===== config.mk =====
export PLATFORM = sky130hd
export DESIGN_NAME = txdone_stack
export DESIGN_NICKNAME = d
export VERILOG_FILES = /design/src/rtl/txdone_stack.sv
export SDC_FILE = /design/constraint.sdc
export NUM_CORES = 1
export LEC_CHECK = 0
export ABC_AREA = 0
export ABC_CLOCK_PERIOD_IN_PS = 2600
export BUFFER_PORTS_ARGS = -buffer_cell sky130_fd_sc_hd__buf_2
export CAP_MARGIN = 20
export CORE_ASPECT_RATIO = 1.75
export CORE_UTILIZATION = 55
export DETAILED_ROUTE_END_ITERATION = 8
export PLACE_DENSITY = 0.77
export SLEW_MARGIN = 20
export SYNTH_ARGS = -nofsm -noshare
export SYNTH_HDL_FRONTEND = slang
export SYNTH_SLANG_ARGS = --single-unit

===== constraint.sdc =====
create_clock -name clk -period 2.6 [get_ports clk]
set_clock_uncertainty 0.05 [all_clocks]
set_input_delay 0.13 -clock clk [delete_from_list [all_inputs] [get_ports clk]]
set_output_delay 0.13 -clock clk [all_outputs]
set_load 0.02 [all_outputs]

===== src/rtl/txdone_stack.sv =====
module txdone_stack #(
  parameter int DEPTH = 4
) (
  input  logic       clk,
  input  logic       rst_n,
  input  logic       push_valid,
  input  logic [3:0] push_flags,
  input  logic       host_wr,
  input  logic       txreset,
  output logic [7:0] rd_status,
  output logic       txc_evt
);
  localparam int PW = (DEPTH > 2) ? $clog2(DEPTH) : 1;
  localparam logic [PW-1:0] LAST = PW'(DEPTH - 1);
  localparam logic [PW:0]   FULL = (PW+1)'(DEPTH);

  logic [3:0]    mem [DEPTH];
  logic [PW-1:0] rd_ptr, wr_ptr;
  logic [PW:0]   cnt;
  logic          ovf;

  wire do_pop  = host_wr && (cnt != '0);
  wire do_push = push_valid && ((cnt != FULL) || do_pop);

  function automatic logic [PW-1:0] nxt(input logic [PW-1:0] p);
    return (p == LAST) ? '0 : p + 1'b1;
  endfunction

  always_ff @(posedge clk or negedge rst_n) begin
    if (!rst_n) begin
      rd_ptr  <= '0;
      wr_ptr  <= '0;
      cnt     <= '0;
      ovf     <= 1'b0;
      txc_evt <= 1'b0;
    end else if (txreset) begin
      rd_ptr  <= '0;
      wr_ptr  <= '0;
      cnt     <= '0;
      ovf     <= 1'b0;
      txc_evt <= 1'b0;
    end else begin
      txc_evt <= push_valid && (push_flags != 4'h0);
      if (do_pop) rd_ptr <= nxt(rd_ptr);
      if (do_push) wr_ptr <= nxt(wr_ptr);
      if (do_push && !do_pop) cnt <= cnt + 1'b1;
      else if (do_pop && !do_push) cnt <= cnt - 1'b1;
      if (do_pop) ovf <= 1'b0;
      else if (push_valid && !do_push) ovf <= 1'b1;
    end
  end

  always_ff @(posedge clk) begin
    if (do_push && !txreset) mem[wr_ptr] <= push_flags;
  end

  assign rd_status = (cnt == '0) ? 8'h00 : {1'b1, mem[rd_ptr], ovf, 2'b00};

  AST_CNT_BOUND: assert property (@(posedge clk) disable iff (!rst_n)
    cnt <= FULL);
  AST_EMPTY_POP_IDLE: assert property (@(posedge clk) disable iff (!rst_n)
    (!rd_status[7] && !push_valid && !txreset) |=> (rd_status == 8'h00));
  AST_NO_OVERFLOW_MISS: assert property (@(posedge clk) disable iff (!rst_n)
    (cnt == FULL && push_valid && !host_wr && !txreset) |=> rd_status[2]);
  AST_FULL_SWAP_CLEAN: assert property (@(posedge clk) disable iff (!rst_n)
    (cnt == FULL && push_valid && host_wr && !txreset) |=> (!rd_status[2] && cnt == FULL));
  AST_EVT_RAISE: assert property (@(posedge clk) disable iff (!rst_n)
    (push_valid && push_flags != 4'h0 && !txreset) |=> txc_evt);
  AST_RESET_FLUSH: assert property (@(posedge clk) disable iff (!rst_n)
    txreset |=> (rd_status == 8'h00 && !txc_evt));
endmodule


## Word-level counts from Yosys, hierarchy flattened

Memory sizes are Yosys's and may differ from the RTL's.
Index checks and enable logic that the tools add are counted.

| operators by class | value |
|---|---|
| add/subtract/negate cells | 4 |
| equality and inequality tests | 3 |
| reduce and logical (&&, ||, !) cells | 18 |
| muxes and demuxes | 16 |

Operators with widths:

| cell | number |
|---|---|
| $mux W2 | 6 |
| $mux W3 | 3 |
| $reduce_bool A3 Y1 | 3 |
| $mux W8 | 1 |
| $logic_and A1 B1 Y1 | 7 |
| $mux W1 | 6 |
| $add A2 B1 Y2 const B | 2 |
| $eq A2 B2 Y1 const B | 2 |
| $reduce_bool A2 Y1 | 2 |
| $reduce_bool A4 Y1 | 1 |
| $add A3 B1 Y3 const B | 1 |
| $logic_not A1 Y1 | 3 |
| $logic_not A3 Y1 | 1 |
| $ne A3 B3 Y1 const B | 1 |
| $sub A3 B1 Y3 const B | 1 |
| $logic_or A1 B1 Y1 | 1 |

| word-level totals | value |
|---|---|
| word-level logic and storage cells | 47 |
| bits in registers | 9 |
| output and inout bits | 9 |
| RAM bits | 16 |
| memories kept | 1 |
| input bits | 9 |

Memory list:

| name | words | bits a word | rd ports | clocked after memory_dff | write ports | RTL line | RTL |
|---|---|---|---|---|---|---|---|
| mem | 4 | 4 | 1 | 0 | 1 | 17 | `logic [3:0] mem [DEPTH];` |

## Longest topological paths before layout

| depth | value |
|---|---|
| word-level depth | 9 |
| gate-level depth with buffers | 7 |
| depth with buffers taken out | 6 |

## Worst setup path after synthesis

Ideal clock, no wire load.

| timing | value |
|---|---|
| path kind | register to register |
| from | register cnt[0] |
| to | register cnt[2] |
| data required time | 2.413 ns |
| setup slack | 0.448 ns |
| data arrival time | 1.966 ns |
| path buffers | 1 |
| cell stages (with the launch flop) | 8 |
| clock period less this slack | 2.152 ns |
| library setup time | 0.137 ns |
| cells stage by stage | dfrtp_1 -> buf_6 -> or4b_1 -> and3_1 -> fa_1 -> nand2b_1 -> o211ai_1 -> a31oi_1 |

| between the ends | value |
|---|---|
| cells in the longest elaborated chain, start to end | 7 |
| elaborated cells on any way between the ends | 15 |
| those cells by class | add/sub (2); eq/ne (1); mux (3); reduce/logical (9) |

RTL lines:

| item | RTL line | RTL |
|---|---|---|
| start, declared | 19 | `logic [PW:0] cnt;` |
| start signal, assigned | 46 | `if (do_push && !do_pop) cnt <= cnt + 1'b1;` |
| start signal, assigned | 47 | `else if (do_pop && !do_push) cnt <= cnt - 1'b1;` |
| branches (longest 7 deep; another with $sub A3 B1 Y3) | n/a |  |

Several ways; the timed one is not identified. The select of a mux whose other input is x is not followed.
A chain may end at the register's enable or synchronous reset.

## Final worst setup path

Ends and elaborated chain as after synthesis.

==> results by stage <==
CTS:
- Buffers inserted to repair hold after CTS numbered 3.
- The number of H-tree branching levels is 1.
- The CTS tree is yes.
- Clock tree synthesis selected as its root buffer the cell sky130_fd_sc_hd__clkbuf_4.
- The clock reaches the later pin of the worst-skew pair after 0.31 ns.
- Counting the buffers created by CTS gives 3.
- Post-CTS repair changed the size of 0 cells.
- The clock net in this run drives a total of 25 sinks.
- The clock tree buffer depth is 2.
- The number of buffers added for setup after CTS is 0.
- The CTS clock-pin slew for the worst setup and hold paths is 0.12 ns.

Routing:
- The routed length per placed instance is 15.66 um.
- The detailed-route DRC error count is 0.
- The total via count after detailed routing is 804.
- The detailed router finished its first iteration with 10 violations.
- Once detail routing completed, the nets flagged for antenna violations numbered 0.
- The first detailed-routing pass took 4 iterations.
- The number of vias per cell is 5.743.
- The final layout contains routed wiring with a total length of 2193 um.

Floorplan:
- The initial utilization of the core area, before any placement, comes to 60.31%.
- The width of the chip is 38.68 um.
- In this run the standard cell core region covers 0.002147 sq mm.
- The area of the die is 0.002560 sq mm.
- Pin placement for this block handled 18 I/O pins.
- The number of placement rows is 22.
- The die is 66.19 um tall.

Synthesis:
- The async set-or-reset flop fraction in the synthesized netlist is 36.00%.
- The XOR/XNOR share of the synthesized area is 0.6763%.
- The synthesized design contains 16 enable-type register cells.
- In the post-synthesis netlist, the biggest area contributors are sky130_fd_sc_hd__edfxtp_1 37%, sky130_fd_sc_hd__dfrtp_1 17%, sky130_fd_sc_hd__mux4_2 7.0%.
- The synthesized netlist devotes 6.377% of its cell area to adder and majority cells.
- After synthesis, the largest family of logic cells by area is simple AND/OR/NAND/NOR gates.
- The synthesized area per cell is 12.82 sq um.
- The most instantiated library cell after synthesis is sky130_fd_sc_hd__edfxtp_1.
- The register bit count reported by yosys is 25.
- The simple-gate share of the synthesized area is 15.85%.
- By count the netlist is led by 16 x sky130_fd_sc_hd__edfxtp_1, 10 x sky130_fd_sc_hd__nor2_1, 9 x sky130_fd_sc_hd__dfrtp_1.
- sky130_fd_sc_hd__edfxtp_1 takes more of the synthesized area than any other cell.
- The count of mapped cells out of synthesis is 101.
- The primary flip-flop cell chosen by synthesis mapping is sky130_fd_sc_hd__edfxtp_1.
- In this run the biggest area consumer among cell types represents 37.10% of the synthesized area.
- The netlist area before placement is 0.001295 sq mm.
- Sequential elements use 54.49% of the synthesized area.
- Summing the areas of all compound-gate instances in the mapped netlist gives 7.246% of the synthesized area.
- Measured against the total synthesized area, the mux share comes to 9.469%.
- The number of warning messages in the yosys log is 0.
- The number of different library cells used by synthesis comes to 39.

Placement:
- The quantity of I/O buffers inserted on ports is 15.
- The placed instance count is 133.
- Routability-driven placement finished with a final weighted congestion of 0.7475.
- The placed standard-cell area is 0.001354 sq mm.
- The post-placement setup slack is 0.3523 ns.
- The HPWL after detailed placement is 1751 um.

Setup path:
- The master of the slowest instance on the critical path is sky130_fd_sc_hd__or4b_1.
- By startpoint and endpoint, the worst setup path is classified as reg -> reg.
- The startpoint identified for the worst register-to-register timing path is cnt[0].
- The critical path contains buffers and inverters numbering 0 combined.
- Walking the worst path, the cells encountered are or4b_1 -> and3_1 -> fa_1 -> nand2b_1 -> o21bai_1 -> a31oi_1.
- The reg-to-reg setup timing slack is 0.32 ns.
- On the worst path, the slowest cell contributes a delay of 0.58 ns.
- The required time at the endpoint of the critical path is 2.79 ns.
- In this run the worst path has a maximum fanout of 9.
- The worst setup path startpoint is cnt[0].
- The capturing element type of the critical path is a flop.
- The critical path arrival is 2.47 ns.
- The worst setup path is launched from a flop.
- Among cell families on the critical path, the largest total delay comes from simple AND/OR/NAND/NOR gates.

GRT:
- The first global-routing pass estimated 3677 um of wire.
- The via count of the first global-routing pass came to 827.
- Global routing consumed, over all layers together, 21.25% of the routing resources.
- The total congestion overflow is 0.
- The initial antenna violation count is 0.
- Entering global routing, the biggest net connects 14 pins.

STA:
- The final-report hold violation count is 8.
- Based on the critical path, the design can be clocked at up to 437.8 MHz.
- Dividing the final minimum period by the clock period gives 87.86%.
- Setup violations remaining at the end of the flow were counted as 0.
- The tightest hold margin is -0.004227 ns.
- The actual transition at the worst max-transition pin is 0.6992 ns.
- The minimum clock period is 2.284 ns.
- Across all setup checks in the final design, the least slack found is 0.3157 ns.
- The sum of negative setup slack is 0 ns.
- The worst relative slew slack is 53.03%.
- Setup repair after global routing left no endpoint under its margin.
- The final max-slew violation count came to 0.

Power and ir drop:
- The leakage power total is 0.5696 nW.
- The switching share of power is 37.58%.
- The combinational share of power is 39.3%.
- The overall power consumption is 1.172 mW.
- The power density over the cells is 831.2 mW/mm^2.
- In this run, flip-flops and latches consume 46.8% of the power.
- Internal power comes to 731.7 uW.
- IR analysis of the VDD net gives a maximum drop of 0.5502 mV.
- The clock network fraction of design power is 13.8%.
- The reported net switching power is 440.4 uW.

Layout:
- 0 antenna diodes ended up in the layout.
- The fraction of layout cells with a size suffix above 1 is 21.55%.
- The number of nets at the end of the flow is 132.
- For this run, the share of the core covered by cells in the final layout is 65.68%.
- The finished cells cover 0.001410 sq mm.
- The final standard cell count with taps included and fillers excluded is 140.
- The area growth from synthesis to layout is 8.889%.

Hold path:
- The worst hold path class is in -> reg.
- The hold path startpoint is push_flags[3].

Status:
- The checks that failed: negative hold slack.
- The flow ran to the end, but the final reports show violations.

Job:
- The number of max-capacitance violations reported is 0.
-- power by group through the flow --
stage / Sequential (mW) / Clock, mW / Combinational (mW)
finish: 0.549 / 0.162 / 0.461
global route: 0.558 / 0.179 / 0.522
CTS: 0.549 / 0.165 / 0.464
detailed placement: 0.557 / 0 / 0.460
global placement: 0.553 / 0 / 0.443
floorplan: 0.507 / 0 / 0.406
-- layout by cell type (no fill, tap or decap) --
cell type                       instances
sky130_fd_sc_hd__a31oi_1                1
sky130_fd_sc_hd__or4b_1                 1
sky130_fd_sc_hd__mux4_2                 4
sky130_fd_sc_hd__nand2_1                1
sky130_fd_sc_hd__mux2i_1                1
sky130_fd_sc_hd__clkbuf_1               1
sky130_fd_sc_hd__nor2b_1                5
sky130_fd_sc_hd__o31ai_2                1
sky130_fd_sc_hd__or3_1                  1
sky130_fd_sc_hd__a221oi_2               1
sky130_fd_sc_hd__nor2_1                10
sky130_fd_sc_hd__nor4bb_1               1
sky130_fd_sc_hd__nand2b_1               2
sky130_fd_sc_hd__and3_1                 1
sky130_fd_sc_hd__buf_2                 15
sky130_fd_sc_hd__o21ai_0                2
sky130_fd_sc_hd__nand4b_1               1
sky130_fd_sc_hd__xnor2_1                1
sky130_fd_sc_hd__a21oi_1                4
sky130_fd_sc_hd__fa_1                   1
sky130_fd_sc_hd__and2_1                 4
sky130_fd_sc_hd__dfrtp_1                9
sky130_fd_sc_hd__clkbuf_4               3
sky130_fd_sc_hd__inv_1                  6
sky130_fd_sc_hd__mux2_1                 2
sky130_fd_sc_hd__edfxtp_1              16
sky130_fd_sc_hd__nor3_1                 1
sky130_fd_sc_hd__o21bai_1               2
sky130_fd_sc_hd__nor4_1                 1
sky130_fd_sc_hd__nand3_1                1
sky130_fd_sc_hd__o211ai_1               1
sky130_fd_sc_hd__nor4b_2                1
sky130_fd_sc_hd__ha_1                   5
sky130_fd_sc_hd__o21a_1                 1
sky130_fd_sc_hd__conb_1                 2
sky130_fd_sc_hd__or4_1                  1
sky130_fd_sc_hd__dlygate4sd3_1          3
sky130_fd_sc_hd__nand3b_1               2
-- registers in the layout, summed over array words and instances, names as in the netlist --
register	count
cnt	3
mem	16
ovf	1
rd_ptr	2
txc_evt	1
wr_ptr	2
-- routing by layer --
layer	track usage [%]	part of all wire, %	wire length (um)
met1	21.51	34	753
met2	40.00	60	1326
met3	3.704	3.5	76
met4	7.759	1.6	36
met5	0	0	0
-- logic make-up (layout without fill, tap and decap cells) --
| kind of cell | after synthesis | in the layout |
|---|---|---|
| flip-flops | 25 | 25 |
| AO/OA/AOI/OAI | 13 | 13 |
| multiplexers | 7 | 7 |
| buffers and inverters | 14 | 28 |
| XOR/XNOR | 1 | 1 |
| AND/OR/NAND/NOR | 34 | 34 |
| other | 1 | 2 |
| adder cells (fa/ha/maj) | 6 | 6 |
-- path summary, 6_finish.rpt --
path	end	depth (start not counted)
worst min-delay path	mem[3][3]	1
worst max register to register	cnt[2]	6
worst min register to register	ovf	2
min in group asynchronous	wr_ptr[0]	2
max in group asynchronous	rd_ptr[0]	2
worst max-delay path	cnt[2]	6
-- layout make-up --
| type | instances | area, sq um |
|---|---|---|
| clock buffers | 4 | 26.28 |
| repair buffers | 18 | 105.1 |
| inverters | 6 | 22.52 |
| multi-input cells | 63 | 520.5 |
| flip-flops and latches | 25 | 705.7 |
| well taps | 24 | 30.03 |
| fillers | 164 | 737.0 |
No activity file was read; power rests on OpenSTA's default activity.
